--- config.mk ---
export PLATFORM = sky130hd
export DESIGN_NAME = psu_fault_supervisor
export DESIGN_NICKNAME = d
export VERILOG_FILES = /design/src/rtl/fsup_pkg.sv /design/src/rtl/fsup_prescaler.sv /design/src/rtl/fsup_pulse_deb.sv /design/src/rtl/fsup_time_deb.sv /design/src/rtl/psu_fault_supervisor.sv
export SDC_FILE = /design/constraint.sdc
export NUM_CORES = 1
export LEC_CHECK = 0
export BUFFER_PORTS_ARGS = -buffer_cell sky130_fd_sc_hd__buf_2
export CAP_MARGIN = 20
export CORE_MARGIN = 2
export CORE_UTILIZATION = 45
export CTS_CLUSTER_DIAMETER = 60
export CTS_CLUSTER_SIZE = 14
export DETAILED_ROUTE_END_ITERATION = 10
export PLACE_DENSITY = 0.77
export SLEW_MARGIN = 20
export SYNTH_ARGS = -nofsm -noshare
export SYNTH_HDL_FRONTEND = slang
export SYNTH_HIERARCHICAL = 1
export SYNTH_SLANG_ARGS = --single-unit
--- constraint.sdc ---
create_clock -name clk -period 2 [get_ports clk]
set_input_delay 0 -clock clk [delete_from_list [all_inputs] [get_ports clk]]
set_output_delay 0 -clock clk [all_outputs]
set_load 0.005 [all_outputs]
--- src/rtl/fsup_pkg.sv ---
package fsup_pkg;
  typedef enum logic [2:0] {
    ST_CHARGE, ST_SOFT, ST_RUN, ST_FAULT, ST_LINE, ST_TSD, ST_LATCH
  } sup_state_t;

  typedef enum logic [1:0] {
    CUR_NORMAL = 2'd0,
    CUR_IDLE   = 2'd1,
    CUR_DRAIN  = 2'd2,
    CUR_HOLD   = 2'd3
  } cur_mode_t;
endpackage

--- src/rtl/fsup_prescaler.sv ---
module fsup_prescaler #(
  parameter int PRESCALE = 16
) (
  input  logic clk,
  input  logic rst_n,
  output logic slow_tick
);
  localparam int PW = (PRESCALE > 1) ? $clog2(PRESCALE) : 1;
  localparam logic [PW-1:0] LAST = PW'(PRESCALE - 1);

  logic [PW-1:0] div_q;

  always_ff @(posedge clk or negedge rst_n) begin
    if (!rst_n)             div_q <= '0;
    else if (div_q == LAST) div_q <= '0;
    else                    div_q <= div_q + 1'b1;
  end

  assign slow_tick = (div_q == LAST);
endmodule

--- src/rtl/fsup_pulse_deb.sv ---
module fsup_pulse_deb #(
  parameter int COUNT = 6
) (
  input  logic clk,
  input  logic rst_n,
  input  logic enable,
  input  logic cond_i,
  input  logic pulse_i,
  output logic trip_o
);
  localparam int CW = $clog2(COUNT + 1);
  localparam logic [CW-1:0] FULL = CW'(COUNT);

  logic [CW-1:0] cnt_q;

  always_ff @(posedge clk or negedge rst_n) begin
    if (!rst_n)                    cnt_q <= '0;
    else if (!enable || !cond_i)   cnt_q <= '0;
    else if (pulse_i && cnt_q != FULL) cnt_q <= cnt_q + 1'b1;
  end

  assign trip_o = (cnt_q == FULL);


  pulse_trip_cause_chk: assert property (@(posedge clk) disable iff (!rst_n)
    trip_o |-> $past(cond_i));
endmodule

--- src/rtl/fsup_time_deb.sv ---
module fsup_time_deb #(
  parameter int LIMIT = 70
) (
  input  logic clk,
  input  logic rst_n,
  input  logic enable,
  input  logic cond_i,
  input  logic slow_tick,
  output logic trip_o
);
  localparam int CW = $clog2(LIMIT + 1);
  localparam logic [CW-1:0] FULL = CW'(LIMIT);

  logic [CW-1:0] cnt_q;

  always_ff @(posedge clk or negedge rst_n) begin
    if (!rst_n)                      cnt_q <= '0;
    else if (!enable || !cond_i)     cnt_q <= '0;
    else if (slow_tick && cnt_q != FULL) cnt_q <= cnt_q + 1'b1;
  end

  assign trip_o = (cnt_q == FULL);


  time_trip_cause_chk: assert property (@(posedge clk) disable iff (!rst_n)
    trip_o |-> $past(cond_i));
endmodule

--- src/rtl/psu_fault_supervisor.sv ---
module psu_fault_supervisor
  import fsup_pkg::*;
#(
  parameter int PRESCALE  = 16,
  parameter int PULSE_DEB = 6,
  parameter int BO_TICKS  = 70,
  parameter int OLP_TICKS = 60,
  parameter int SS_TICKS  = 6
) (
  input  logic       clk,
  input  logic       rst_n,
  input  logic       vcc_above_on,
  input  logic       vcc_above_off,
  input  logic       vcc_above_sop,
  input  logic       vcc_above_ar,
  input  logic       vcc_above_lr,
  input  logic       vcc_ovp,
  input  logic       line_above_bi,
  input  logic       line_below_bo,
  input  logic       line_ovp,
  input  logic       line_ovp_rel,
  input  logic       fb_open,
  input  logic       tsd,
  input  logic       pulse_tick,
  input  logic       aocp_fault,
  input  logic       cssp_fault,
  output logic       sw_en,
  output logic       soft_start,
  output logic       hv_start_en,
  output logic [1:0] cur_mode
);
  localparam int NPULSE = 2;
  localparam int SW = $clog2(SS_TICKS + 1);
  localparam logic [SW-1:0] SS_END = SW'(SS_TICKS);

  sup_state_t  state_q, state_d;
  logic        slow_tick;
  logic        switching;
  logic [NPULSE-1:0] pulse_cond, pulse_trip;
  logic        bo_trip, olp_trip;
  logic [SW-1:0] ss_q;
  logic        line_cause_ovp_q, line_cause_ovp_d;
  logic        hv_cyc_q, drain_q;
  logic        latch_ev, start_ok, hv_cycling;

  assign switching = (state_q == ST_SOFT) || (state_q == ST_RUN);

  fsup_prescaler #(.PRESCALE(PRESCALE)) i_presc (
    .clk(clk), .rst_n(rst_n), .slow_tick(slow_tick)
  );

  // index 0: rail over-voltage, index 1: line over-voltage
  assign pulse_cond = {line_ovp, vcc_ovp};
  for (genvar g = 0; g < NPULSE; g++) begin : g_pdeb
    fsup_pulse_deb #(.COUNT(PULSE_DEB)) i_pdeb (
      .clk(clk), .rst_n(rst_n), .enable(switching),
      .cond_i(pulse_cond[g]), .pulse_i(pulse_tick), .trip_o(pulse_trip[g])
    );
  end

  fsup_time_deb #(.LIMIT(BO_TICKS)) i_bo_deb (
    .clk(clk), .rst_n(rst_n), .enable(switching), .cond_i(line_below_bo),
    .slow_tick(slow_tick), .trip_o(bo_trip)
  );

  fsup_time_deb #(.LIMIT(OLP_TICKS)) i_olp_deb (
    .clk(clk), .rst_n(rst_n), .enable(switching), .cond_i(fb_open),
    .slow_tick(slow_tick), .trip_o(olp_trip)
  );

  assign latch_ev = aocp_fault || cssp_fault;
  assign start_ok = vcc_above_on && line_above_bi;

  always_comb begin
    state_d = state_q;
    line_cause_ovp_d = line_cause_ovp_q;
    unique case (state_q)
      ST_CHARGE: begin
        if (tsd)           state_d = ST_TSD;
        else if (start_ok) state_d = ST_SOFT;
      end
      ST_SOFT, ST_RUN: begin
        if (latch_ev)                          state_d = ST_LATCH;
        else if (tsd)                          state_d = ST_TSD;
        else if (pulse_trip[0] || olp_trip)    state_d = ST_FAULT;
        else if (pulse_trip[1]) begin
          state_d = ST_LINE;
          line_cause_ovp_d = 1'b1;
        end else if (bo_trip) begin
          state_d = ST_LINE;
          line_cause_ovp_d = 1'b0;
        end else if (!vcc_above_off)           state_d = ST_CHARGE;
        else if (state_q == ST_SOFT && ss_q == SS_END) state_d = ST_RUN;
      end
      ST_FAULT: if (!vcc_above_ar) state_d = ST_CHARGE;
      ST_LINE: begin
        if (tsd) state_d = ST_TSD;
        else if (line_cause_ovp_q ? (line_ovp_rel && vcc_above_on) : start_ok)
          state_d = ST_SOFT;
      end
      ST_TSD:   if (!tsd) state_d = ST_CHARGE;
      ST_LATCH: if (!vcc_above_lr) state_d = ST_CHARGE;
      default:  state_d = ST_CHARGE;
    endcase
  end

  assign hv_cycling = (state_q == ST_LINE) || (state_q == ST_TSD) ||
                      (state_q == ST_LATCH);

  always_ff @(posedge clk or negedge rst_n) begin
    if (!rst_n) begin
      state_q          <= ST_CHARGE;
      line_cause_ovp_q <= 1'b0;
      ss_q             <= '0;
      hv_cyc_q         <= 1'b0;
      drain_q          <= 1'b0;
    end else begin
      state_q          <= state_d;
      line_cause_ovp_q <= line_cause_ovp_d;
      if (state_q != ST_SOFT)              ss_q <= '0;
      else if (slow_tick && ss_q != SS_END) ss_q <= ss_q + 1'b1;
      if (!hv_cycling)        hv_cyc_q <= 1'b0;
      else if (!vcc_above_ar) hv_cyc_q <= 1'b1;
      else if (vcc_above_on)  hv_cyc_q <= 1'b0;
      if (state_q != ST_FAULT)  drain_q <= 1'b0;
      else if (!vcc_above_sop)  drain_q <= 1'b1;
    end
  end

  assign sw_en       = switching;
  assign soft_start  = (state_q == ST_SOFT);
  assign hv_start_en = (state_q == ST_CHARGE) || (hv_cycling && hv_cyc_q);

  always_comb begin
    unique case (state_q)
      ST_FAULT: cur_mode = drain_q ? CUR_DRAIN : CUR_IDLE;
      ST_LATCH: cur_mode = CUR_HOLD;
      default:  cur_mode = CUR_NORMAL;
    endcase
  end


  start_needs_on_chk: assert property (@(posedge clk) disable iff (!rst_n)
    $rose(sw_en) |-> $past(vcc_above_on));

  latch_entry_chk: assert property (@(posedge clk) disable iff (!rst_n)
    (sw_en && (aocp_fault || cssp_fault)) |=> (!sw_en && cur_mode == 2'd3));

  idle_to_drain_chk: assert property (@(posedge clk) disable iff (!rst_n)
    (cur_mode == 2'd1 && !vcc_above_sop) |=> (cur_mode != 2'd1));

  uvlo_stop_chk: assert property (@(posedge clk) disable iff (!rst_n)
    (sw_en && !vcc_above_off) |=> !sw_en);

  tsd_stop_chk: assert property (@(posedge clk) disable iff (!rst_n)
    tsd |=> !sw_en);
endmodule

### Word-level counts from Yosys, hierarchy flattened

Index checks and enable logic that the tools add are counted.

| word-level totals | value |
|---|---|
| register bits | 32 |
| latch bits | 0 |
| output and inout port bits | 5 |
| bits in read-only memories | 0 |
| memory bits (writable) | 0 |
| logic and storage cells | 116 |
| memories kept | 0 |
| input bits | 17 |

| cells by class | value |
|---|---|
| bitwise logic cells | 3 |
| equality and inequality tests | 27 |
| add/subtract/negate cells | 6 |
| mux-type cells | 36 |
| multipliers | 0 |
| shift operators | 0 |
| order comparisons | 0 |
| div/mod/pow operators | 0 |
| reduce and logical (&&, ||, !) cells | 34 |

Operator list:

| cell | number |
|---|---|
| $mux W3 | 20 |
| $eq A3 B3 Y1 const B | 6 |
| $ne A3 B3 Y1 const B | 6 |
| $pmux W3 S6 | 1 |
| $mux W7 | 2 |
| $mux W6 | 2 |
| $reduce_bool A2 Y1 | 6 |
| $logic_or A1 B1 Y1 | 10 |
| $add A3 B1 Y3 const B | 3 |
| $logic_and A1 B1 Y1 | 9 |
| $mux W1 | 8 |
| $ne A8 B7 Y1 const B | 1 |
| $add A7 B1 Y7 const B | 1 |
| $eq A7 B7 Y1 const B | 1 |
| $ne A7 B7 Y1 const B | 1 |
| $add A6 B1 Y6 const B | 1 |
| $eq A3 B2 Y1 const B | 2 |
| $eq A6 B6 Y1 const B | 1 |
| $ne A2 B2 Y1 const B | 3 |
| $ne A6 B6 Y1 const B | 1 |
| $reduce_and A6 Y1 | 1 |
| $logic_not A1 Y1 | 5 |
| $reduce_and A5 Y1 | 1 |
| $add A4 B1 Y4 const B | 1 |
| 11 further kinds | 13 |

### Longest topological paths before layout

Gate-level depths: netlist of run 1.

| depth | value |
|---|---|
| depth in word-level cells | 10 |
| depth in mapped cells | 9 |
| gate-level depth less buffers | 9 |

### Modules after synthesis

Netlist of run 1, hierarchy kept.

Modules (own cells, without submodules):

| module | instances | cells an instance | area each (um2) |
|---|---|---|---|
| psu_fault_supervisor | 1 | 86 | 716.9 |
| fsup_time_deb (i_bo_deb) | 1 | 41 | 404.1 |
| fsup_pulse_deb | 2 | 18 | 196.4 |
| fsup_time_deb (i_olp_deb) | 1 | 35 | 365.4 |
| fsup_prescaler | 1 | 13 | 168.9 |

### Least setup slack after synthesis of run 1

OpenSTA, ideal clock, no wires.

| timing | value |
|---|---|
| path kind | flip-flop to flip-flop |
| start point | reg state_q[0] |
| end point | reg i_olp_deb.cnt_q[3] |
| arrival | 1.866 ns |
| stages on the path, launching flop included | 7 |
| path buffers | 1 |
| setup time | 0.082 ns |
| period minus slack after synthesis | 1.948 ns |
| path slack | 0.052 ns |
| cell sequence | dfrtp_1 > clkbuf_1 > xnor2_1 > nor2_1 > nand2_1 > o21bai_1 > a31oi_1 |

| on the way | value |
|---|---|
| word-level cells in the longest chain between the ends | 5 |
| elaborated cells on any way between the ends | 7 |

Ends and longest elaborated chain:

| item | RTL line | text |
|---|---|---|
| from (decl) | psu_fault_supervisor.sv:36 | `sup_state_t state_q, state_d;` |
| from (signal assigned) | psu_fault_supervisor.sv:118 | `state_q <= state_d;` |
| $eq A3 B1 Y1 / $eq A3 B2 Y1 (equally long branches) | psu_fault_supervisor.sv:46 | `assign switching = (state_q == ST_SOFT) \|\| (state_q == ST_RUN);` |
| $logic_or A1 B1 Y1 * | psu_fault_supervisor.sv:46 |  |
| via sw_en | psu_fault_supervisor.sv:27 | `output logic sw_en,` |
| $logic_not A1 Y1 * | fsup_time_deb.sv:18 | `else if (!enable \|\| !cond_i) cnt_q <= '0;` |
| $logic_or A1 B1 Y1 * | fsup_time_deb.sv:18 |  |
| $mux W6 / $reduce_bool A2 Y1 (equally long branches) | -- |  |
| to (signal assigned) | fsup_time_deb.sv:19 | `else if (slow_tick && cnt_q != FULL) cnt_q <= cnt_q + 1'b1;` |
| to (decl) | fsup_time_deb.sv:14 | `logic [CW-1:0] cnt_q;` |

Mark *: on every way through the listed nets, which the timed path passes. The rest lies on a longest branch.
A chain may end at the register's enable or synchronous reset.

### Worst setup path in the final report of run 1

| timing | value |
|---|---|
| start point | reg i_olp_deb.cnt_q[0] |
| end point | reg state_q[1] |

| on the way | value |
|---|---|
| word-level cells in the longest chain between the ends | 6 |
| elaborated cells on any way between the ends | 8 |

Ends and longest elaborated chain:

| item | RTL line | text |
|---|---|---|
| $eq A6 B6 Y1 * | fsup_time_deb.sv:22 | `assign trip_o = (cnt_q == FULL);` |
| via olp_trip | psu_fault_supervisor.sv:40 | `logic bo_trip, olp_trip;` |
| $logic_or A1 B1 Y1 * | psu_fault_supervisor.sv:85 | `else if (pulse_trip[0] \|\| olp_trip) state_d = ST_FAULT;` |
| $mux W3 | psu_fault_supervisor.sv:85 |  |
| $mux W3 | psu_fault_supervisor.sv:84 | `else if (tsd) state_d = ST_TSD;` |
| $mux W3 | psu_fault_supervisor.sv:83 | `if (latch_ev) state_d = ST_LATCH;` |
| $pmux W3 S6 | psu_fault_supervisor.sv:77 | `unique case (state_q)` |

Marks and branches as above.

==> results of run 1 <==
synth_stat cells (all sizes together), types with 3 or more instances:
| library cell | number |
|---|---|
| o21a | 3 |
| and2 | 4 |
| a21oi | 13 |
| or3 | 3 |
| clkbuf | 3 |
| nand2 | 19 |
| ha | 11 |
| mux2i | 7 |
| dfrtp | 32 |
| inv | 13 |
| a211oi | 3 |
| o21ai | 8 |
| nand3b | 4 |
| and3 | 4 |
| nor2 | 13 |
| a31oi | 5 |
| nand3 | 13 |
| nor3 | 8 |
| and4b | 4 |
cell type report:
class | instances | share of cell area, %
tap | 52 | 2.68
clock inverter | 2 | 0.413
sequential | 32 | 33.0
multi-input combinational | 161 | 48.7
inverter | 13 | 2.01
timing repair buffer | 37 | 9.80
clock buffer | 6 | 3.41
power breakdown:
| group | internal, uW | switching (uW) | leakage (uW) |
|---|---|---|---|
| clock network | 274 | 241 | 0.0000510 |
| registers | 696 | 50.7 | 0.000435 |
| logic | 294 | 368 | 0.000629 |
| total | 1260 | 659 | 0.00112 |
routing by layer:
metal | vias up | global-route usage, % | share of wire (%)
met5 | - | 0 | 0
met4 | 0 | 7.34 | 1.9
met3 | 9 | 3.38 | 2.9
met2 | 30 | 26.9 | 45
met1 | 790 | 21.6 | 50
li1 | 854 | - | -
worst min path at each step:
stage                     startpoint                         to  slack, ns  cells after the start
after CTS                   line_ovp  g_pdeb[1].i_pdeb/cnt_q[1]       0.02                      3
after detailed placement       rst_n          i_bo_deb/cnt_q[0]       0.10                      1
after floorplan                rst_n                    drain_q      -0.30                      0
after global routing        line_ovp  g_pdeb[1].i_pdeb/cnt_q[2]       0.02                      3
final                       line_ovp  g_pdeb[1].i_pdeb/cnt_q[1]       0.02                      3
after global placement         rst_n          i_bo_deb/cnt_q[0]       0.10                      1
logic make-up (layout without fill, tap and decap cells):
logic type                 after synthesis  after routing
and+or+nand+nor                         88             88
AOI/OAI and AO/OA                       49             49
DFF                                     32             32
buffers and inverters                   18             58
adders and majority gates               12             12
muxes                                    8              8
xor gates and xnor gates                 4              4
flip-flops by register name (all words and copies together), names as in the netlist:
register	count
i_bo_deb/cnt_q	7
ss_q	3
g_pdeb.i_pdeb/cnt_q	6
line_cause_ovp_q	1
i_olp_deb/cnt_q	6
i_presc/div_q	4
state_q	3
hv_cyc_q	1
drain_q	1
through the flow:
step	std cells	hold WS (ns)	instance area, um^2	worst slack (ns)	power [uW]
after floorplan	211	-0.296	2050	0.0519	1200
after global placement	289	0.100	2270	0.0593	1400
after detailed placement	289	0.105	2270	0.0287	1410
after CTS	302	0.0158	2410	0.0156	1930
after global routing	303	0.0223	2420	0.00664	2050
final	303	0.0167	2420	0.0623	1920
worst max-delay path, stage by stage (launching register included):
cell     delay (ns)
dfrtp_1        0.36
inv_1          0.07
ha_2           0.20
nand3_2        0.08
inv_2          0.06
or4_4          0.54
o31ai_4        0.32
a21o_4         0.14
o21ai_2        0.05
timing repair:
item	4_1_cts	5_1_grt
hold buffers	5	0
gates resized for setup	0	5
endpoints found under the hold margin	36	0
setup buffers	0	1
endpoints found under the setup margin	0	5
==> results.sh, run 1 <==
export IMPL_status="complete, no violations"
export IMPL_period_needed_ns=1.94
export IMPL_fin_util_pct=55.3
export IMPL_tritoncts="yes"
export IMPL_grt_pass1_vias=1594
export IMPL_fmax_mhz=516
export IMPL_synthXorXnorAreaFrac_pct=1.71
export IMPL_synthFlopType="dfrtp_1"
export IMPL_synth_simple_gate_area_share_pct=26.3
export IMPL_r2r_end="state_q[1]"
export IMPL_async_flop_share_pct=100
export IMPL_hold_class="input pin to register"
export IMPL_synth_area_mux_share_pct=3.97
export IMPL_max_slew_margin_pct=52.0
export IMPL_criticalPathCategory="register to register"
export IMPL_vdd_drop_max_uv=408
export IMPL_htree_levels=2
export IMPL_layout_commonest_cell="dfrtp_1"
export IMPL_p_leak_uw=0.00112
export IMPL_grt_pass1_wl_mm=6.75
export IMPL_cts_clk_slew_worst_paths_ns=0.07
export IMPL_syn_area_mm2=0.00205
export IMPL_routed_wl_mm=3.94
export IMPL_nFillCells=398
export IMPL_powerDensity_mw_per_mm2=793
export IMPL_die_area_mm2=0.00511
export IMPL_finalSetupViolCount=0
export IMPL_crit_path_end="state_q[1]"
export IMPL_drive_gt1_share_pct=27.9
export IMPL_die_y_um=71.5
export IMPL_cp_start_kind="register"
export IMPL_ctsRootBufferMaster="clkbuf_8"
export IMPL_final_setup_tns_ns=0
export IMPL_grt_total_usage_pct=16.6
export IMPL_numClockSinks=32
export IMPL_fin_nets=278
export IMPL_layout_common_cells="dfrtp_1, buf_2, nand2_1"
export IMPL_synth_cell_types=60
export IMPL_r2r_slack_ns=0.06
export IMPL_synthDominantCellAreaShare_pct=39.1
export IMPL_rr_worst_depth=8
export IMPL_drv_cap=0
export IMPL_synth_area_per_cell_um2=9.71
export IMPL_vias_per_cell=5.55
export IMPL_antenna_found_initial=0
export IMPL_num_antenna_cells=0
export IMPL_synth_top_family_by_area="simple AND/OR/NAND/NOR gates"
export IMPL_rsz0062_at_grt="no"
export IMPL_period_share_pct=96.9
export IMPL_fp_dieW_um=71.5
export IMPL_area_growth_syn_to_layout_pct=18.4
export IMPL_r2r_start="i_olp_deb/cnt_q[0]"
export IMPL_required_ns=2.16
export IMPL_tightestPinTransition_ns=0.720
export IMPL_cts_max_path_buffers=2
export IMPL_hold_viol=0
export IMPL_initial_core_util_pct=46.7
export IMPL_ant_nets=0
export IMPL_gp_congestion=0.852
export IMPL_dpl_hpwl_mm=2.83
export IMPL_clk_latency_ns=0.28
export IMPL_synth_nets=239
export IMPL_cts_buffers=5
export IMPL_core_area_mm2=0.00438
export IMPL_yosysTopAreaCell="dfrtp_1"
export IMPL_vias=1683
export IMPL_startpoint="i_olp_deb/cnt_q[0]"
export IMPL_regArea_um2=801
export IMPL_synth_compound_area_share_pct=18.0
export IMPL_io_pins=22
export IMPL_wire_per_inst_um=13.0
export IMPL_ys_seq_elements=32
export IMPL_fp_row_count=24
export IMPL_multi_input_area_mm2=0.00118
export IMPL_seq_area_frac_synth_pct=39.1
export IMPL_portBuffers=21
export IMPL_finalClockSkew_ns=0.00459
export IMPL_drt_iter0_drc=95
export IMPL_ys_warn_count=6
export IMPL_final_max_slew_violation_count=0
export IMPL_synthAdderAreaFrac_pct=7.21
export IMPL_grt_max_degree=33
export IMPL_cp_arrival_ns=2.10
export IMPL_drc_errors=0
export IMPL_grt_overflow=0
export IMPL_synthTopCellsByArea="dfrtp_1, ha_1, nand2_1"
export IMPL_synthCells=211
export IMPL_drt_pass1_iter_count=4
export IMPL_synth_edf_count=0
export IMPL_critPathMaxFanout=5
export IMPL_endpoint_kind="register"
Power figures use the tool's default switching activity.
==> run 2, diff against run 1 <==
--- a/config.mk
+++ b/config.mk
@@ -12,7 +12,7 @@
 export CTS_CLUSTER_DIAMETER = 60
 export CTS_CLUSTER_SIZE = 14
 export DETAILED_ROUTE_END_ITERATION = 10
-export PLACE_DENSITY = 0.77
+export PLACE_DENSITY = 0.76
 export SLEW_MARGIN = 20
 export SYNTH_ARGS = -nofsm -noshare
 export SYNTH_HDL_FRONTEND = slang
==> results.sh, run 2 (same netlist as run 1, synthesis figures left out) <==
export IMPL_top_regs="i_bo_deb/cnt_q: 7 flops, g_pdeb.i_pdeb/cnt_q: 6 flops, i_olp_deb/cnt_q: 6 flops"
export IMPL_initial_core_util_pct=46.7
export IMPL_crit_buf_inv=0
export IMPL_holdPathStages=3
export IMPL_finalSetupViolCount=0
export IMPL_finalClockSkew_ns=0.00822
export IMPL_wire_per_inst_um=13.2
export IMPL_rsz0062_at_grt="yes"
export IMPL_io_pins=22
export IMPL_holdWs_ns=0.00875
export IMPL_antenna_found_initial=0
export IMPL_powerDensity_mw_per_mm2=781
export IMPL_p_leak_uw=0.00112
export IMPL_max_stage_delay_ns=0.55
export IMPL_min_from="line_below_bo"
export IMPL_criticalPathCategory="register to register"
export IMPL_layout_common_cells="dfrtp_1, buf_2, nand2_1"
export IMPL_largest_register="i_bo_deb/cnt_q"
export IMPL_crit_top_cell="or4_4"
export IMPL_final_max_slew_violation_count=0
export IMPL_largest_register_ffs=7
export IMPL_fmax_mhz=506
export IMPL_fin_util_pct=55.7
export IMPL_hold_viol=0
export IMPL_worstPathCellList="or4_4, or4_4, o31ai_4, a21o_4, o21ai_2"
export IMPL_tritoncts="yes"
export IMPL_period_needed_ns=1.98
export IMPL_ant_nets=0
export IMPL_r2r_start="state_q[2]"
export IMPL_num_antenna_cells=0
export IMPL_required_ns=2.17
export IMPL_critPathMaxFanout=4
export IMPL_fp_dieW_um=71.5
export IMPL_cts_clk_slew_worst_paths_ns=0.07
export IMPL_r2r_end="state_q[0]"
export IMPL_area_growth_syn_to_layout_pct=19.1
export IMPL_period_share_pct=98.8
export IMPL_min_to="i_bo_deb/cnt_q[0]"
export IMPL_crit_slowest_cell="or4_4"
export IMPL_hold_class="input pin to register"
export IMPL_vias=1685
export IMPL_layout_commonest_cell="dfrtp_1"
export IMPL_grt_max_degree=33
export IMPL_crit_cells=5
export IMPL_gp_congestion=0.843
export IMPL_vdd_drop_max_uv=394
export IMPL_drv_cap=0
export IMPL_grt_pass1_vias=1533
export IMPL_drt_iter0_drc=171
export IMPL_grt_overflow=0
export IMPL_numClockSinks=32
export IMPL_core_area_mm2=0.00438
export IMPL_fin_nets=280
export IMPL_die_area_mm2=0.00511
export IMPL_cts_buffers=5
export IMPL_grt_pass1_wl_mm=6.96
export IMPL_max_slew_margin_pct=49.9
export IMPL_dpl_hpwl_mm=2.80
export IMPL_cp_arrival_ns=2.15
export IMPL_rr_worst_depth=5
export IMPL_cts_max_path_buffers=2
export IMPL_grt_total_usage_pct=17.2
export IMPL_drt_pass1_iter_count=4
export IMPL_clk_latency_ns=0.29
export IMPL_endpoint_kind="register"
export IMPL_tightestPinTransition_ns=0.750
export IMPL_nFillCells=384
export IMPL_fp_row_count=24
export IMPL_portBuffers=21
export IMPL_r2r_slack_ns=0.02
export IMPL_path_delay_family="simple AND/OR/NAND/NOR gates"
export IMPL_cp_start_kind="register"
export IMPL_die_y_um=71.5
export IMPL_ctsRootBufferMaster="clkbuf_8"
export IMPL_total_power_uw=1910
export IMPL_routed_wl_mm=4.02
export IMPL_drc_errors=0
export IMPL_htree_levels=2
export IMPL_vias_per_cell=5.54
export IMPL_status="complete, no violations"
export IMPL_drive_gt1_share_pct=27.4
## run 2: changes by cell type in the layout (fill, tap and decap cells not counted)
cell,delta
nand3_2,-1
clkbuf_1,+1
buf_4,+2
clkbuf_8,-1
ha_2,-2
nand3_4,+1
ha_1,+1
ha_4,+1
clkinv_2,-1
## run 2: what timing repair did
item / CTS / global route
gates resized for setup: 0 / 5
setup endpoints to repair: 2 / 3
pin swaps: 1 / 1
hold buffers: 5 / 0
buffers inserted: 0 / 2
endpoints found under the hold margin: 36 / 0
## run 2: worst register-to-register path, cell delays in order, from the launching register on
cell and delay (ns):
dfrtp_1 0.39, or4_4 0.55, or4_4 0.46, o31ai_4 0.27, a21o_4 0.14, o21ai_2 0.06
## run 2: worst max path at each step
stage / from / endpoint / slack, ns
floorplan: state_q[0] / i_olp_deb/cnt_q[3] / 0.05
CTS: g_pdeb[0].i_pdeb/cnt_q[1] / state_q[0] / 0.01
detailed placement: g_pdeb[0].i_pdeb/cnt_q[1] / state_q[0] / -0.02
finish: state_q[2] / state_q[0] / 0.02
global route: i_olp_deb/cnt_q[0] / state_q[0] / -0.03
global placement: state_q[1] / i_bo_deb/cnt_q[1] / -0.14
## run 2: where the power goes
part           internal [uW]  switching (uW)  total, uW
Sequential               696            30.3        726
Clock                    236             229        465
Combinational            316             399        714
## run 2: per-stage QoR
stage | cell area, um^2 | worst slack, ns | cells | TNS, ns
final | 2440 | 0.0232 | 304 | 0
after floorplan | 2050 | 0.0519 | 211 | 0
after global placement | 2270 | -0.139 | 290 | -0.795
after detailed placement | 2280 | -0.0209 | 290 | -0.0408
after global routing | 2440 | -0.0324 | 304 | -0.0502
after CTS | 2400 | 0.0115 | 302 | 0
## run 2: cell type report
class                   count  area [um^2]  share of cell area [%]
multi-input cells         161         1190                    49.0
flip-flops and latches     32          801                    32.8
repair buffers             39          253                    10.4
clock buffers               6         72.6                    2.97
well taps                  52         65.1                    2.67
inverters                  13         48.8                    2.00
clock inverters             1         5.00                   0.205
## run 2: layer usage
layer / GRT usage [%] / up-vias / part of all wire (%)
li1: - / 856 / -
met1: 24.3 / 795 / 49
met2: 25.9 / 28 / 46
met3: 4.36 / 6 / 4.1
met4: 5.66 / 0 / 1.3
met5: 0 / - / 0
==> run 3, diff against run 2 <==
--- a/config.mk
+++ b/config.mk
@@ -6,15 +6,14 @@
 export NUM_CORES = 1
 export LEC_CHECK = 0
 export BUFFER_PORTS_ARGS = -buffer_cell sky130_fd_sc_hd__buf_2
-export CAP_MARGIN = 20
+export CAP_MARGIN = 15
 export CORE_MARGIN = 2
 export CORE_UTILIZATION = 45
 export CTS_CLUSTER_DIAMETER = 60
 export CTS_CLUSTER_SIZE = 14
 export DETAILED_ROUTE_END_ITERATION = 10
-export PLACE_DENSITY = 0.76
+export PLACE_DENSITY = 0.77
 export SLEW_MARGIN = 20
 export SYNTH_ARGS = -nofsm -noshare
 export SYNTH_HDL_FRONTEND = slang
-export SYNTH_HIERARCHICAL = 1
 export SYNTH_SLANG_ARGS = --single-unit
==> results.sh, run 3 <==
export IMPL_status="complete, no violations"
export IMPL_cts_clk_slew_worst_paths_ns=0.07
export IMPL_rsz0062_at_grt="no"
export IMPL_die_area_mm2=0.00460
export IMPL_largest_register_ffs=7
export IMPL_ant_nets=0
export IMPL_p_leak_uw=0.000992
export IMPL_synth_edf_count=0
export IMPL_drt_iter0_drc=82
export IMPL_startpoint="i_olp_deb.cnt_q[0]"
export IMPL_r2r_start="i_olp_deb.cnt_q[0]"
export IMPL_vias_per_cell=5.08
export IMPL_tightestPinTransition_ns=0.719
export IMPL_dpl_hpwl_mm=2.56
export IMPL_synth_simple_gate_area_share_pct=22.0
export IMPL_crit_cells=7
export IMPL_grt_use_met2_pct=30.4
export IMPL_synthTopCellsByArea="dfrtp_1, ha_1, nor2_1"
export IMPL_async_flop_share_pct=100
export IMPL_path_delay_family="flip-flops"
export IMPL_routed_wl_mm=3.55
export IMPL_finalClockSkew_ns=0.00562
export IMPL_r2r_slack_ns=0.14
export IMPL_drive_gt1_share_pct=20.1
export IMPL_initial_core_util_pct=46.2
export IMPL_ys_warn_count=0
export IMPL_period_share_pct=93.2
export IMPL_crit_slowest_cell="dfrtp_1"
export IMPL_max_stage_delay_ns=0.42
export IMPL_cp_arrival_ns=2.04
export IMPL_period_needed_ns=1.86
export IMPL_fmax_mhz=536
export IMPL_vias=1393
export IMPL_antenna_found_initial=0
export IMPL_top_regs="i_bo_deb.cnt_q: 7 flops, g_pdeb.i_pdeb.cnt_q: 6 flops, i_olp_deb.cnt_q: 6 flops"
export IMPL_tritoncts="yes"
export IMPL_portBuffers=21
export IMPL_met3_usage_pct=5.43
export IMPL_synthDominantCellAreaShare_pct=43.7
export IMPL_final_setup_tns_ns=0
export IMPL_synthAdderAreaFrac_pct=7.51
export IMPL_endpoint_kind="register"
export IMPL_clk_latency_ns=0.29
export IMPL_grt_overflow=0
export IMPL_htree_levels=2
export IMPL_area_growth_syn_to_layout_pct=17.4
export IMPL_hold_viol=0
export IMPL_holdWs_ns=0.00655
export IMPL_synth_area_per_cell_um2=9.60
export IMPL_use_met1_pct=21.6
export IMPL_ys_seq_elements=32
export IMPL_drv_cap=0
export IMPL_hold_class="input pin to register"
export IMPL_gp_congestion=0.767
export IMPL_synth_cell_types=44
export IMPL_layout_common_cells="dfrtp_1, nor2_1, nand2_1"
export IMPL_cp_start_kind="register"
export IMPL_fp_row_count=23
export IMPL_crit_buf_inv=1
export IMPL_num_antenna_cells=0
export IMPL_max_slew_margin_pct=52.1
export IMPL_largest_register="i_bo_deb.cnt_q"
export IMPL_synth_compound_area_share_pct=11.8
export IMPL_wire_per_inst_um=13.0
export IMPL_layout_commonest_cell="dfrtp_1"
export IMPL_yosysMostFrequentCell="dfrtp_1"
export IMPL_criticalPathCategory="register to register"
export IMPL_r2r_end="state_q[1]"
export IMPL_powerDensity_mw_per_mm2=940
export IMPL_grt_pass1_wl_mm=6.02
export IMPL_synth_nets=219
export IMPL_synthTopCellsByCount="dfrtp_1, nor2_1, nand2_1, ha_1, inv_1"
export IMPL_critPathMaxFanout=4
export IMPL_rr_worst_depth=7
export IMPL_die_y_um=67.8
export IMPL_drc_errors=0
export IMPL_cts_buffers=5
export IMPL_fin_nets=251
export IMPL_cts_max_path_buffers=2
export IMPL_fp_dieW_um=67.8
export IMPL_final_max_slew_violation_count=0
export IMPL_ctsRootBufferMaster="clkbuf_8"
export IMPL_grt_total_usage_pct=17.8
export IMPL_crit_path_end="state_q[1]"
export IMPL_finalSetupViolCount=0
export IMPL_io_pins=22
export IMPL_synth_top_family_by_area="simple AND/OR/NAND/NOR gates"
export IMPL_synthFlopType="dfrtp_1"
export IMPL_grt_pass1_vias=1377
export IMPL_numClockSinks=32
export IMPL_core_area_mm2=0.00397
export IMPL_syn_area_mm2=0.00183
export IMPL_synthXorXnorAreaFrac_pct=9.08
export IMPL_yosysTopAreaCell="dfrtp_1"
export IMPL_required_ns=2.17
export IMPL_synthCells=191
export IMPL_grt_max_degree=33
export IMPL_vdd_drop_max_uv=434
export IMPL_drt_pass1_iter_count=4
export IMPL_worstPathCellList="inv_1, ha_1, nand3_1, o21ai_1, and4bb_2, a31oi_4, mux2_4"
export IMPL_synth_area_mux_share_pct=2.18
export IMPL_seq_area_frac_synth_pct=43.7
export IMPL_grt_busiest_layer="met2"
-- run 3: changes by cell type in the layout (fill, tap and decap cells not counted), sizes merged, moves of 5 or more --
cell	delta
mux2i	-6
xor2	+7
xnor2	+8
nor3	-7
nor2	+15
buf	-8
nand3	-5
-- run 3: through the flow --
step	power (uW)	setup slack (ns)	instance area [um^2]	instances	utilization, %
final	2020	0.135	2150	274	54.2
after global routing	2150	0.0238	2150	274	54.2
after CTS	2040	0.123	2150	274	54.2
after detailed placement	1410	0.158	2010	263	50.6
after global placement	1390	0.224	2010	263	50.6
after floorplan	1230	0.185	1830	191	-
-- run 3: timing repair --
item / 4_1_cts / 5_1_grt
hold buffers: 3 / 0
endpoints found under the hold margin: 36 / 0
gates resized for setup: 0 / 0
setup buffers: 0 / 0
-- run 3: layer usage --
metal,wire length (um),vias to the layer above,share of wire [%]
met3,155,7,4.4
met1,1620,648,46
li1,-,712,-
met2,1730,26,49
met5,0,-,0
met4,47,0,1.3
-- run 3: worst reg2reg max path, delay by kind of cell (launching register included) --
kind            cells  cell delay [ns]
compound gates      2             0.40
flops               1             0.42
mux                 1             0.32
simple gates        2             0.39
buf+inv             1             0.08
fa+ha+maj           1             0.14
-- run 3: layout make-up --
cell class | count | area, um^2
Timing Repair Buffer | 29 | 173
Clock buffer | 5 | 68.8
Tap cell | 50 | 62.6
Clock inverter | 3 | 42.5
Fill cell | 344 | 1820
Sequential cell | 32 | 801
Multi-Input combinational cell | 144 | 963
Inverter | 11 | 41.3
-- run 3: worst min path at each step --
stage | from | endpoint | slack, ns | cells after the start
after global routing | vcc_ovp | g_pdeb[0].i_pdeb.cnt_q[2] | 0.02 | 3
final | vcc_ovp | g_pdeb[0].i_pdeb.cnt_q[1] | 0.007 | 3
after floorplan | rst_n | drain_q | -0.30 | 0
after CTS | vcc_ovp | g_pdeb[0].i_pdeb.cnt_q[1] | 0.003 | 3
after detailed placement | rst_n | drain_q | 0.09 | 1
after global placement | rst_n | drain_q | 0.09 | 1
-- run 3: cell families after synthesis --
kind of cell / count (synthesis)
xor gates and xnor gates: 19
AOI/OAI and AO/OA: 30
and+or+nand+nor: 81
muxes: 3
adders and majority gates: 11
DFF: 32
buffers and inverters: 15
-- run 3: power breakdown --
group | switching (uW) | total (uW) | internal [uW]
Clock | 254 | 622 | 368
Sequential | 75.5 | 774 | 699
Combinational | 322 | 627 | 305
